## config.mk

```make
export PLATFORM = sky130hd
export DESIGN_NAME = stack_guard
export DESIGN_NICKNAME = d
export VERILOG_FILES = /design/src/rtl/sg_pkg.sv /design/src/rtl/sg_datapath.sv /design/src/rtl/sg_control.sv /design/src/rtl/stack_guard.sv
export SDC_FILE = /design/constraint.sdc
export NUM_CORES = 1
export LEC_CHECK = 0
export BUFFER_PORTS_ARGS = -buffer_cell sky130_fd_sc_hd__buf_2
export CORE_ASPECT_RATIO = 0.5
export CORE_MARGIN = 1
export CORE_UTILIZATION = 49
export CTS_CLUSTER_DIAMETER = 30
export DETAILED_ROUTE_END_ITERATION = 16
export PLACE_DENSITY = 0.87
export SYNTH_ARGS = -nofsm -noshare
export SYNTH_HDL_FRONTEND = slang
export SYNTH_SLANG_ARGS = --single-unit
```

## constraint.sdc

```tcl
create_clock -name clk -period 2.4 [get_ports clk]
set_clock_uncertainty 0.15 [all_clocks]
set_input_delay 0 -clock clk [delete_from_list [all_inputs] [get_ports clk]]
set_output_delay 0 -clock clk [all_outputs]
set_load 0.05 [all_outputs]
```

## src/rtl/sg_pkg.sv

```systemverilog
package sg_pkg;
  localparam int UNDER_BIT = 8;
  localparam int OVER_BIT  = 9;
  localparam int NUM_EVT   = 2;

  localparam int ADDR_STATUS = 0;
  localparam int ADDR_CHKEN  = 1;
  localparam int ADDR_IRQEN  = 2;
  localparam int ADDR_CLEAR  = 3;
  localparam int ADDR_FLOOR  = 4;
  localparam int ADDR_CEIL   = 5;
  localparam int ADDR_PC     = 6;

  // strobes from control to datapath
  typedef struct packed {
    logic wrFloor;
    logic wrCeil;
    logic capPc;
  } dpStrobe_t;

  function automatic int evtBit(input int idx);
    return (idx == 0) ? UNDER_BIT : OVER_BIT;
  endfunction
endpackage

```

## src/rtl/sg_datapath.sv

```systemverilog
module sg_datapath
  import sg_pkg::*;
#(
  parameter int DATA_W = 32
) (
  input  logic              clk,
  input  logic              rstN,
  input  dpStrobe_t         strb,
  input  logic [DATA_W-1:0] wrData,
  input  logic [DATA_W-1:0] coreSp,
  input  logic [DATA_W-1:0] corePc,
  output logic [DATA_W-1:0] floorQ,
  output logic [DATA_W-1:0] ceilQ,
  output logic [DATA_W-1:0] pcQ,
  output logic              spBelow,
  output logic              spAbove
);
  always_ff @(posedge clk) begin
    if (!rstN) begin
      floorQ <= '0;
      ceilQ  <= '1;
      pcQ    <= '0;
    end else begin
      if (strb.wrFloor) floorQ <= wrData;
      if (strb.wrCeil)  ceilQ  <= wrData;
      if (strb.capPc)   pcQ    <= corePc;
    end
  end

  assign spBelow = coreSp < floorQ;
  assign spAbove = coreSp > ceilQ;
endmodule

```

## src/rtl/sg_control.sv

```systemverilog
module sg_control
  import sg_pkg::*;
#(
  parameter int DATA_W = 32,
  parameter int REG_AW = 4
) (
  input  logic              clk,
  input  logic              rstN,
  input  logic              busValid,
  input  logic              busWrite,
  input  logic [REG_AW-1:0] busAddr,
  input  logic [NUM_EVT-1:0] wrBits,
  input  logic              coreValid,
  input  logic              spBelow,
  input  logic              spAbove,
  input  logic [DATA_W-1:0] floorQ,
  input  logic [DATA_W-1:0] ceilQ,
  input  logic [DATA_W-1:0] pcQ,
  output dpStrobe_t         strb,
  output logic [DATA_W-1:0] statusWord,
  output logic [DATA_W-1:0] enWord,
  output logic [DATA_W-1:0] ienWord,
  output logic [DATA_W-1:0] busRdata,
  output logic              irq
);
  localparam logic [REG_AW-1:0] A_STATUS = REG_AW'(ADDR_STATUS);
  localparam logic [REG_AW-1:0] A_CHKEN  = REG_AW'(ADDR_CHKEN);
  localparam logic [REG_AW-1:0] A_IRQEN  = REG_AW'(ADDR_IRQEN);
  localparam logic [REG_AW-1:0] A_CLEAR  = REG_AW'(ADDR_CLEAR);
  localparam logic [REG_AW-1:0] A_FLOOR  = REG_AW'(ADDR_FLOOR);
  localparam logic [REG_AW-1:0] A_CEIL   = REG_AW'(ADDR_CEIL);
  localparam logic [REG_AW-1:0] A_PC     = REG_AW'(ADDR_PC);

  logic busWr;
  logic wrChkEn, wrIrqEn, wrClear;
  logic [NUM_EVT-1:0] cmp, hit, evtSt, evtEn, evtIen;

  assign busWr   = busValid && busWrite;
  assign wrChkEn = busWr && (busAddr == A_CHKEN);
  assign wrIrqEn = busWr && (busAddr == A_IRQEN);
  assign wrClear = busWr && (busAddr == A_CLEAR);
  assign cmp     = {spAbove, spBelow};

  for (genvar i = 0; i < NUM_EVT; i++) begin : g_evt
    assign hit[i] = coreValid && evtEn[i] && cmp[i];

    always_ff @(posedge clk) begin
      if (!rstN) begin
        evtSt[i]  <= 1'b0;
        evtEn[i]  <= 1'b0;
        evtIen[i] <= 1'b0;
      end else begin
        // a new violation wins over a clear in the same cycle
        if (hit[i])                       evtSt[i] <= 1'b1;
        else if (wrClear && wrBits[i])    evtSt[i] <= 1'b0;
        if (wrChkEn) evtEn[i]  <= wrBits[i];
        if (wrIrqEn) evtIen[i] <= wrBits[i];
      end
    end
  end

  always_comb begin
    statusWord = '0;
    enWord     = '0;
    ienWord    = '0;
    for (int i = 0; i < NUM_EVT; i++) begin
      statusWord[evtBit(i)] = evtSt[i];
      enWord[evtBit(i)]     = evtEn[i];
      ienWord[evtBit(i)]    = evtIen[i];
    end
  end

  assign irq = |(evtSt & evtIen);

  always_comb begin
    strb.wrFloor = busWr && (busAddr == A_FLOOR);
    strb.wrCeil  = busWr && (busAddr == A_CEIL);
    strb.capPc   = (|hit) && !(|evtSt);
  end

  always_comb begin
    case (busAddr)
      A_STATUS: busRdata = statusWord;
      A_CHKEN:  busRdata = enWord;
      A_IRQEN:  busRdata = ienWord;
      A_FLOOR:  busRdata = floorQ;
      A_CEIL:   busRdata = ceilQ;
      A_PC:     busRdata = pcQ;
      default:  busRdata = '0;
    endcase
  end
endmodule

```

## src/rtl/stack_guard.sv

```systemverilog
module stack_guard
  import sg_pkg::*;
#(
  parameter int DATA_W = 32,
  parameter int REG_AW = 4
) (
  input  logic              clk,
  input  logic              rstN,
  input  logic              busValid,
  input  logic              busWrite,
  input  logic [REG_AW-1:0] busAddr,
  input  logic [DATA_W-1:0] busWdata,
  output logic [DATA_W-1:0] busRdata,
  input  logic              coreValid,
  input  logic [DATA_W-1:0] coreSp,
  input  logic [DATA_W-1:0] corePc,
  output logic              irq
);
  dpStrobe_t         strb;
  logic [DATA_W-1:0] floorQ, ceilQ, pcQ;
  logic [DATA_W-1:0] statusWord, enWord, ienWord;
  logic              spBelow, spAbove;
  logic [NUM_EVT-1:0] wrBits;

  assign wrBits = {busWdata[OVER_BIT], busWdata[UNDER_BIT]};

  sg_datapath #(.DATA_W(DATA_W)) u_dp (
    .clk(clk), .rstN(rstN), .strb(strb), .wrData(busWdata),
    .coreSp(coreSp), .corePc(corePc),
    .floorQ(floorQ), .ceilQ(ceilQ), .pcQ(pcQ),
    .spBelow(spBelow), .spAbove(spAbove)
  );

  sg_control #(.DATA_W(DATA_W), .REG_AW(REG_AW)) u_ctrl (
    .clk(clk), .rstN(rstN), .busValid(busValid), .busWrite(busWrite),
    .busAddr(busAddr), .wrBits(wrBits), .coreValid(coreValid),
    .spBelow(spBelow), .spAbove(spAbove),
    .floorQ(floorQ), .ceilQ(ceilQ), .pcQ(pcQ),
    .strb(strb), .statusWord(statusWord), .enWord(enWord), .ienWord(ienWord),
    .busRdata(busRdata), .irq(irq)
  );
endmodule

```

After elaboration in Yosys (flattened, before gate mapping)
Index checks and enable logic that the tools add are counted.
{ "op_classes": {"n_reduce_logical": 20, "n_mux": 5, "bitwise": 1, "n_lt_le_gt_ge": 2, "n_eq_ne": 6} }
{ "ops": {"columns": ["operator", "n"], "rows": [
  ["one-hot mux 32 bit (6 select lines)", 1],
  ["> comparator 32 bit", 1],
  ["< comparator 32 bit", 1],
  ["logical AND 1 bit", 13],
  ["equality test 4 x 3 -> 1 bit, second input constant", 3],
  ["equality test 4 x 2 -> 1 bit, second input constant", 2],
  ["OR reduction 2 bit", 3],
  ["equality test 4 x 1 -> 1 bit, second input constant", 1],
  ["zero test 4 bit", 1],
  ["two-way mux 1 bit", 4],
  ["nonzero test 2 bit", 2],
  ["bitwise AND 2 bit", 1],
  ["zero test 1 bit", 1]
]} }
{ "totals": {"ff_bits": 102, "inputBits": 105} }

Depth between registers and ports, before layout
{ "logic_depth": {"ltp_word": 5, "ltp_mapped": 10, "mapped_depth_nobuf": 9} }

Cells and area by module
From an unflattened synthesis, not the netlist that was laid out.
{ "unflattened": {"cells_unflattened": 749, "hier_area_um2": 6656.4} }
{ "modules_own_cells": {"columns": ["module", "cells_each", "instances", "seq_area_each_um2", "area_per_inst_um2"], "rows": [
  ["sg_datapath", 534, 1, 1921.8, 5033.6],
  ["sg_control", 215, 1, 120.1, 1622.8]
]} }

Worst setup path after synthesis
OpenSTA, ideal clock, no wires.
{ "synth_path": {"path_kind": "register -> register", "startpoint": "register u_dp.floorQ[17]", "endpoint": "register u_dp.pcQ[10]", "period_less_slack_ns": 2.701, "required_time_ns": 2.178, "setup_ns": 0.072, "stages_incl_launch_ff": 11, "arrival_ns": 2.480, "slack_ns": -0.301, "cell_sequence": "dfxtp_1 inv_1 ha_1 a21oi_2 o21ai_1 a221o_1 a2111oi_4 o21ai_2 a211oi_4 buf_8 mux2i_1"} }
{ "synth_via": {"elab_chain_cells": 4} }
{ "synth_lines": {"columns": ["element", "line_no", "text"], "rows": [
  ["from (decl)", "sg_datapath.sv:12", "output logic [DATA_W-1:0] floorQ,"],
  ["from (signal assigned)", "sg_datapath.sv:24", "if (strb.wrFloor) floorQ <= wrData;"],
  ["< comparator 32 bit", "sg_datapath.sv:30", "assign spBelow = coreSp < floorQ;"],
  ["logical AND 1 bit", "sg_control.sv:45", "assign hit[i] = coreValid && evtEn[i] && cmp[i];"],
  ["OR reduction 2 bit", "sg_control.sv:78", "strb.capPc = (|hit) && !(|evtSt);"],
  ["logical AND 1 bit", "sg_control.sv:78", null],
  ["to (signal assigned)", "sg_datapath.sv:26", "if (strb.capPc) pcQ <= corePc;"],
  ["to (decl)", "sg_datapath.sv:14", "output logic [DATA_W-1:0] pcQ,"]
]} }
Every way passes these cells.
A chain may end at the register's enable or synchronous reset.

Worst setup path after layout
{ "layout_path": {"startpoint": "register u_dp.ceilQ[9]", "endpoint": "register u_dp.pcQ[15]"} }
{ "layout_via": {"elab_chain_cells": 4} }
{ "layout_lines": {"columns": ["element", "line_no", "text"], "rows": [
  ["from (decl)", "sg_datapath.sv:13", "output logic [DATA_W-1:0] ceilQ,"],
  ["from (signal assigned)", "sg_datapath.sv:25", "if (strb.wrCeil) ceilQ <= wrData;"],
  ["> comparator 32 bit", "sg_datapath.sv:31", "assign spAbove = coreSp > ceilQ;"],
  ["logical AND 1 bit", "sg_control.sv:45", null],
  ["OR reduction 2 bit", "sg_control.sv:78", null],
  ["logical AND 1 bit", "sg_control.sv:78", null]
]} }
Every way passes these cells.

==> reports/metrics.cfg <==
[floorplan]
die_h_um=79.96
die_area_mm2=0.01263
core.rowCount=28
num_io_pins=138
start_util=0.5030
fp.coreArea_mm2=0.01184
dieWidth_um=157.9

[clock_network]
clk_pin_slew_ps=80
cts.path.max_buffers=2
cts_root_buffer=clkbuf_16
worstSkewPairLatency_ps=360
cts.sinks=102
htreeDepth=3
numCtsBuffers=9
tritoncts=done

[sta]
timing.final.crit_period_ps=3234
max-slew-margin-rel=0.2200
fmax_ghz=0.3092
holdWs_ps=126.6
fin_setup_tns_ps=-24400
fin_crit_sh=1.348
hold_viol_final=0
fin_ws_ps=-834.2
setup_viol=35
tightest_slew_ps=1161
slew_viol_final=0
grt_setup_unrepaired=yes

[logic_synthesis]
synth_edf_count=0
async_flop_share=0
syn-num-nets=897
synth_top_area_share=0.3429
synth_cell_types=41
syn-cell-area_mm2=0.005956
synth_top_area_cell=dfxtp_1
synthFlopType=dfxtp_1
netlist_top_cells_count=179 x nand2_1, 102 x dfxtp_1, 95 x inv_1
synth_seq_cells=102
postSynthAreaPerCell_um2=8.170
yosysMostFrequentCell=nand2_1
seq_area_frac_synth=0.3429
yosys_warnings=0
yosys-top-cells-area=dfxtp_1 34%, ha_1 13%, nand2_1 11%
syn_inst=729

[route]
drt-initial-drc-count=1303
vias=7563
drc=0
dr.pass1.iters=10
wl_per_cell_um=22.94
antenna_left=0
routed_via_density=6.537
totalWireLength_um=26550

[global_route]
grt_pass1_vias=7221
grt_usage=0.3944
antenna_found_initial=0
grt_max_degree=93
grt_overflow=0
grt_pass1_wl_um=37740

[placed_design]
numPortBuffers=137
dp_hpwl_um=12080
gp_congestion=0.8632

[min_path]
hold_depth=4
hp-class=primary input to flip-flop
holdCritStartpoint=busAddr[2]
hold_end=u_ctrl.enWord[9]$_SDFFE_PN0P_

[power]
power_uw=4041
p_sw_uw=1086
p_clk_frac=0.408
swShare=0.2689
intPower_uw=2954
power.density_mw_per_mm2=461.9
vdd_drop_max_mv=0.3775
p_leak_uw=0.004042
p_seq_frac=0.424
p_comb_frac=0.168

[flow_run]
drv_cap=0

[worst_setup_path]
endpoint_kind=flip-flop
critPathMaxFanout=5
r2r_start=u_dp.ceilQ[9]$_SDFFE_PN1P_
rr_endpoint=u_dp.pcQ[15]$_SDFFE_PN0P_
cp_data_required_time_ps=2530
rr_worst_depth=13
ff2ff_setup_slack_ps=-830
worstPathArrival_ps=3360
critical-path-max-stage-delay_ps=350
crit_slowest_cell=dfxtp_2
crit_type=flip-flop to flip-flop
path_cells=inv_1 -> ha_4 -> nand4_1 -> buf_4 -> a211oi_2 -> a2111o_1 -> a31oi_1 -> buf_4 -> a211oi_4 -> buf_6 -> buf_12 -> buf_12 -> mux2i_2
start_kind=flip-flop

[finish]
drive_above_1_share=0.2883
nets=1155
area_delta_synth_final_pct=46.89
antenna_cells=0

[status]
violations=negative setup slack
status=finished with violations

==> power groups by stage <==
stage               sequential (µW)  clock [µW]  combinational (µW)
detailed placement             1750           0                 465
finish                         1710        1650                 679
CTS                            1710        1630                 581
floorplan                      1750           0                 250
global placement               1750           0                 454
global route                   1710        1700                 705
==> per-layer routing <==
metal | track usage | vias up | wire, µm
li1 | - | 3062 | -
met1 | 0.4440 | 3402 | 9188
met2 | 0.6198 | 824 | 11030
met3 | 0.1298 | 275 | 3883
met4 | 0.3107 | 0 | 2440
met5 | 0.01732 | - | 0
==> sequential cells by signal (all words and copies together) (netlist names) <==
name               count
u_ctrl.ienWord         2
u_ctrl.enWord          2
u_ctrl.statusWord      2
u_dp.pcQ              32
u_dp.floorQ           32
u_dp.ceilQ            32
==> placed cells by master, fill, tap and decap left out, drive strengths merged <==
| cell type | netlist | final |
|---|---|---|
| o31ai | 1 | 1 |
| nand2 | 179 | 179 |
| a2111o | 1 | 1 |
| a22o | 1 | 1 |
| mux2i | 34 | 34 |
| nand2b | 2 | 2 |
| o21ai | 6 | 6 |
| nand3b | 2 | 2 |
| a222oi | 31 | 31 |
| ha | 63 | 63 |
| dlygate4sd3 | 0 | 75 |
| o31a | 1 | 1 |
| clkinv | 0 | 3 |
| dfxtp | 102 | 102 |
| o41ai | 2 | 2 |
| bufinv | 0 | 2 |
| nor4 | 3 | 3 |
| nor2b | 5 | 5 |
| nor2 | 5 | 5 |
| inv | 95 | 95 |
| o211ai | 32 | 32 |
| a2111oi | 1 | 1 |
| and3 | 1 | 1 |
| a211o | 2 | 2 |
| nor3 | 5 | 5 |
| nand3 | 15 | 15 |
| and4 | 1 | 1 |
| a31oi | 2 | 2 |
| a211oi | 4 | 4 |
| a21o | 8 | 8 |
| nand4 | 15 | 15 |
| a21boi | 38 | 38 |
| a22oi | 1 | 1 |
| a21oi | 24 | 24 |
| a221o | 2 | 2 |
| buf | 4 | 214 |
| a221oi | 1 | 1 |
| clkbuf | 39 | 12 |
| o21a | 1 | 1 |
==> how the worst max path moves through the flow <==
stage | cells after the start | end | slack [ps] | start
floorplan | 9 | u_dp.pcQ[10]$_SDFFE_PN0P_ | -200 | u_dp.floorQ[23]$_SDFFE_PN0P_
finish | 13 | u_dp.pcQ[15]$_SDFFE_PN0P_ | -830 | u_dp.ceilQ[9]$_SDFFE_PN1P_
global route | 12 | u_dp.pcQ[29]$_SDFFE_PN0P_ | -840 | u_dp.floorQ[22]$_SDFFE_PN0P_
detailed placement | 10 | u_dp.pcQ[11]$_SDFFE_PN0P_ | -400 | u_dp.floorQ[19]$_SDFFE_PN0P_
CTS | 13 | u_dp.pcQ[22]$_SDFFE_PN0P_ | -310 | u_dp.floorQ[2]$_SDFFE_PN0P_
global placement | 10 | u_dp.pcQ[12]$_SDFFE_PN0P_ | -250 | u_dp.floorQ[19]$_SDFFE_PN0P_
==> timing repair <==
item                                   in CTS  in global routing
pin swaps                                   1                 12
setup endpoints to repair                  32                 65
resized for setup                          26                 36
hold buffers                               75                  0
endpoints found under the hold margin     102                  0
gates cloned                                3                  0
setup buffers                               8                  3
==> layout make-up <==
type / count / area, µm²
multi-input combinational: 489 / 3610
clock inverter: 5 / 82.58
tap: 165 / 206.4
timing repair buffer: 290 / 2193
fill: 711 / 3093
sequential: 102 / 2057
inverter: 95 / 356.6
clock buffer: 11 / 242.7
==> kinds of logic (layout without fill, tap and decap cells) <==
kind of cell / Yosys count / after routing / synth area share
AO/OA/AOI/OAI: 159 / 159 / 0.2107
adder cells (fa/ha/maj): 63 / 63 / 0.1324
buffers and inverters: 138 / 401 / 0.09286
flip-flops: 102 / 102 / 0.3429
multiplexers: 34 / 34 / 0.05714
AND/OR/NAND/NOR: 233 / 233 / 0.1641
==> critical path: cells and delay by family, from the launching register on <==
| family | cells | cell delay, ps |
|---|---|---|
| muxes | 1 | 220 |
| buffers and inverters | 6 | 930 |
| and+or+nand+nor | 1 | 180 |
| adders and majority gates | 1 | 300 |
| AOI/OAI and AO/OA | 4 | 1010 |
| DFF | 1 | 350 |
==> metrics by stage <==
step	setup WS [ps]	std cells	util	instance area (µm²)
global route	-841.6	1157	0.7388	8748
floorplan	-196.1	729	-	5957
global placement	-254.2	1054	0.6117	7243
detailed placement	-399.5	1054	0.6117	7243
finish	-834.2	1157	0.7388	8748
CTS	-309.2	1156	0.7280	8621
Power figures use the tool's default switching activity.
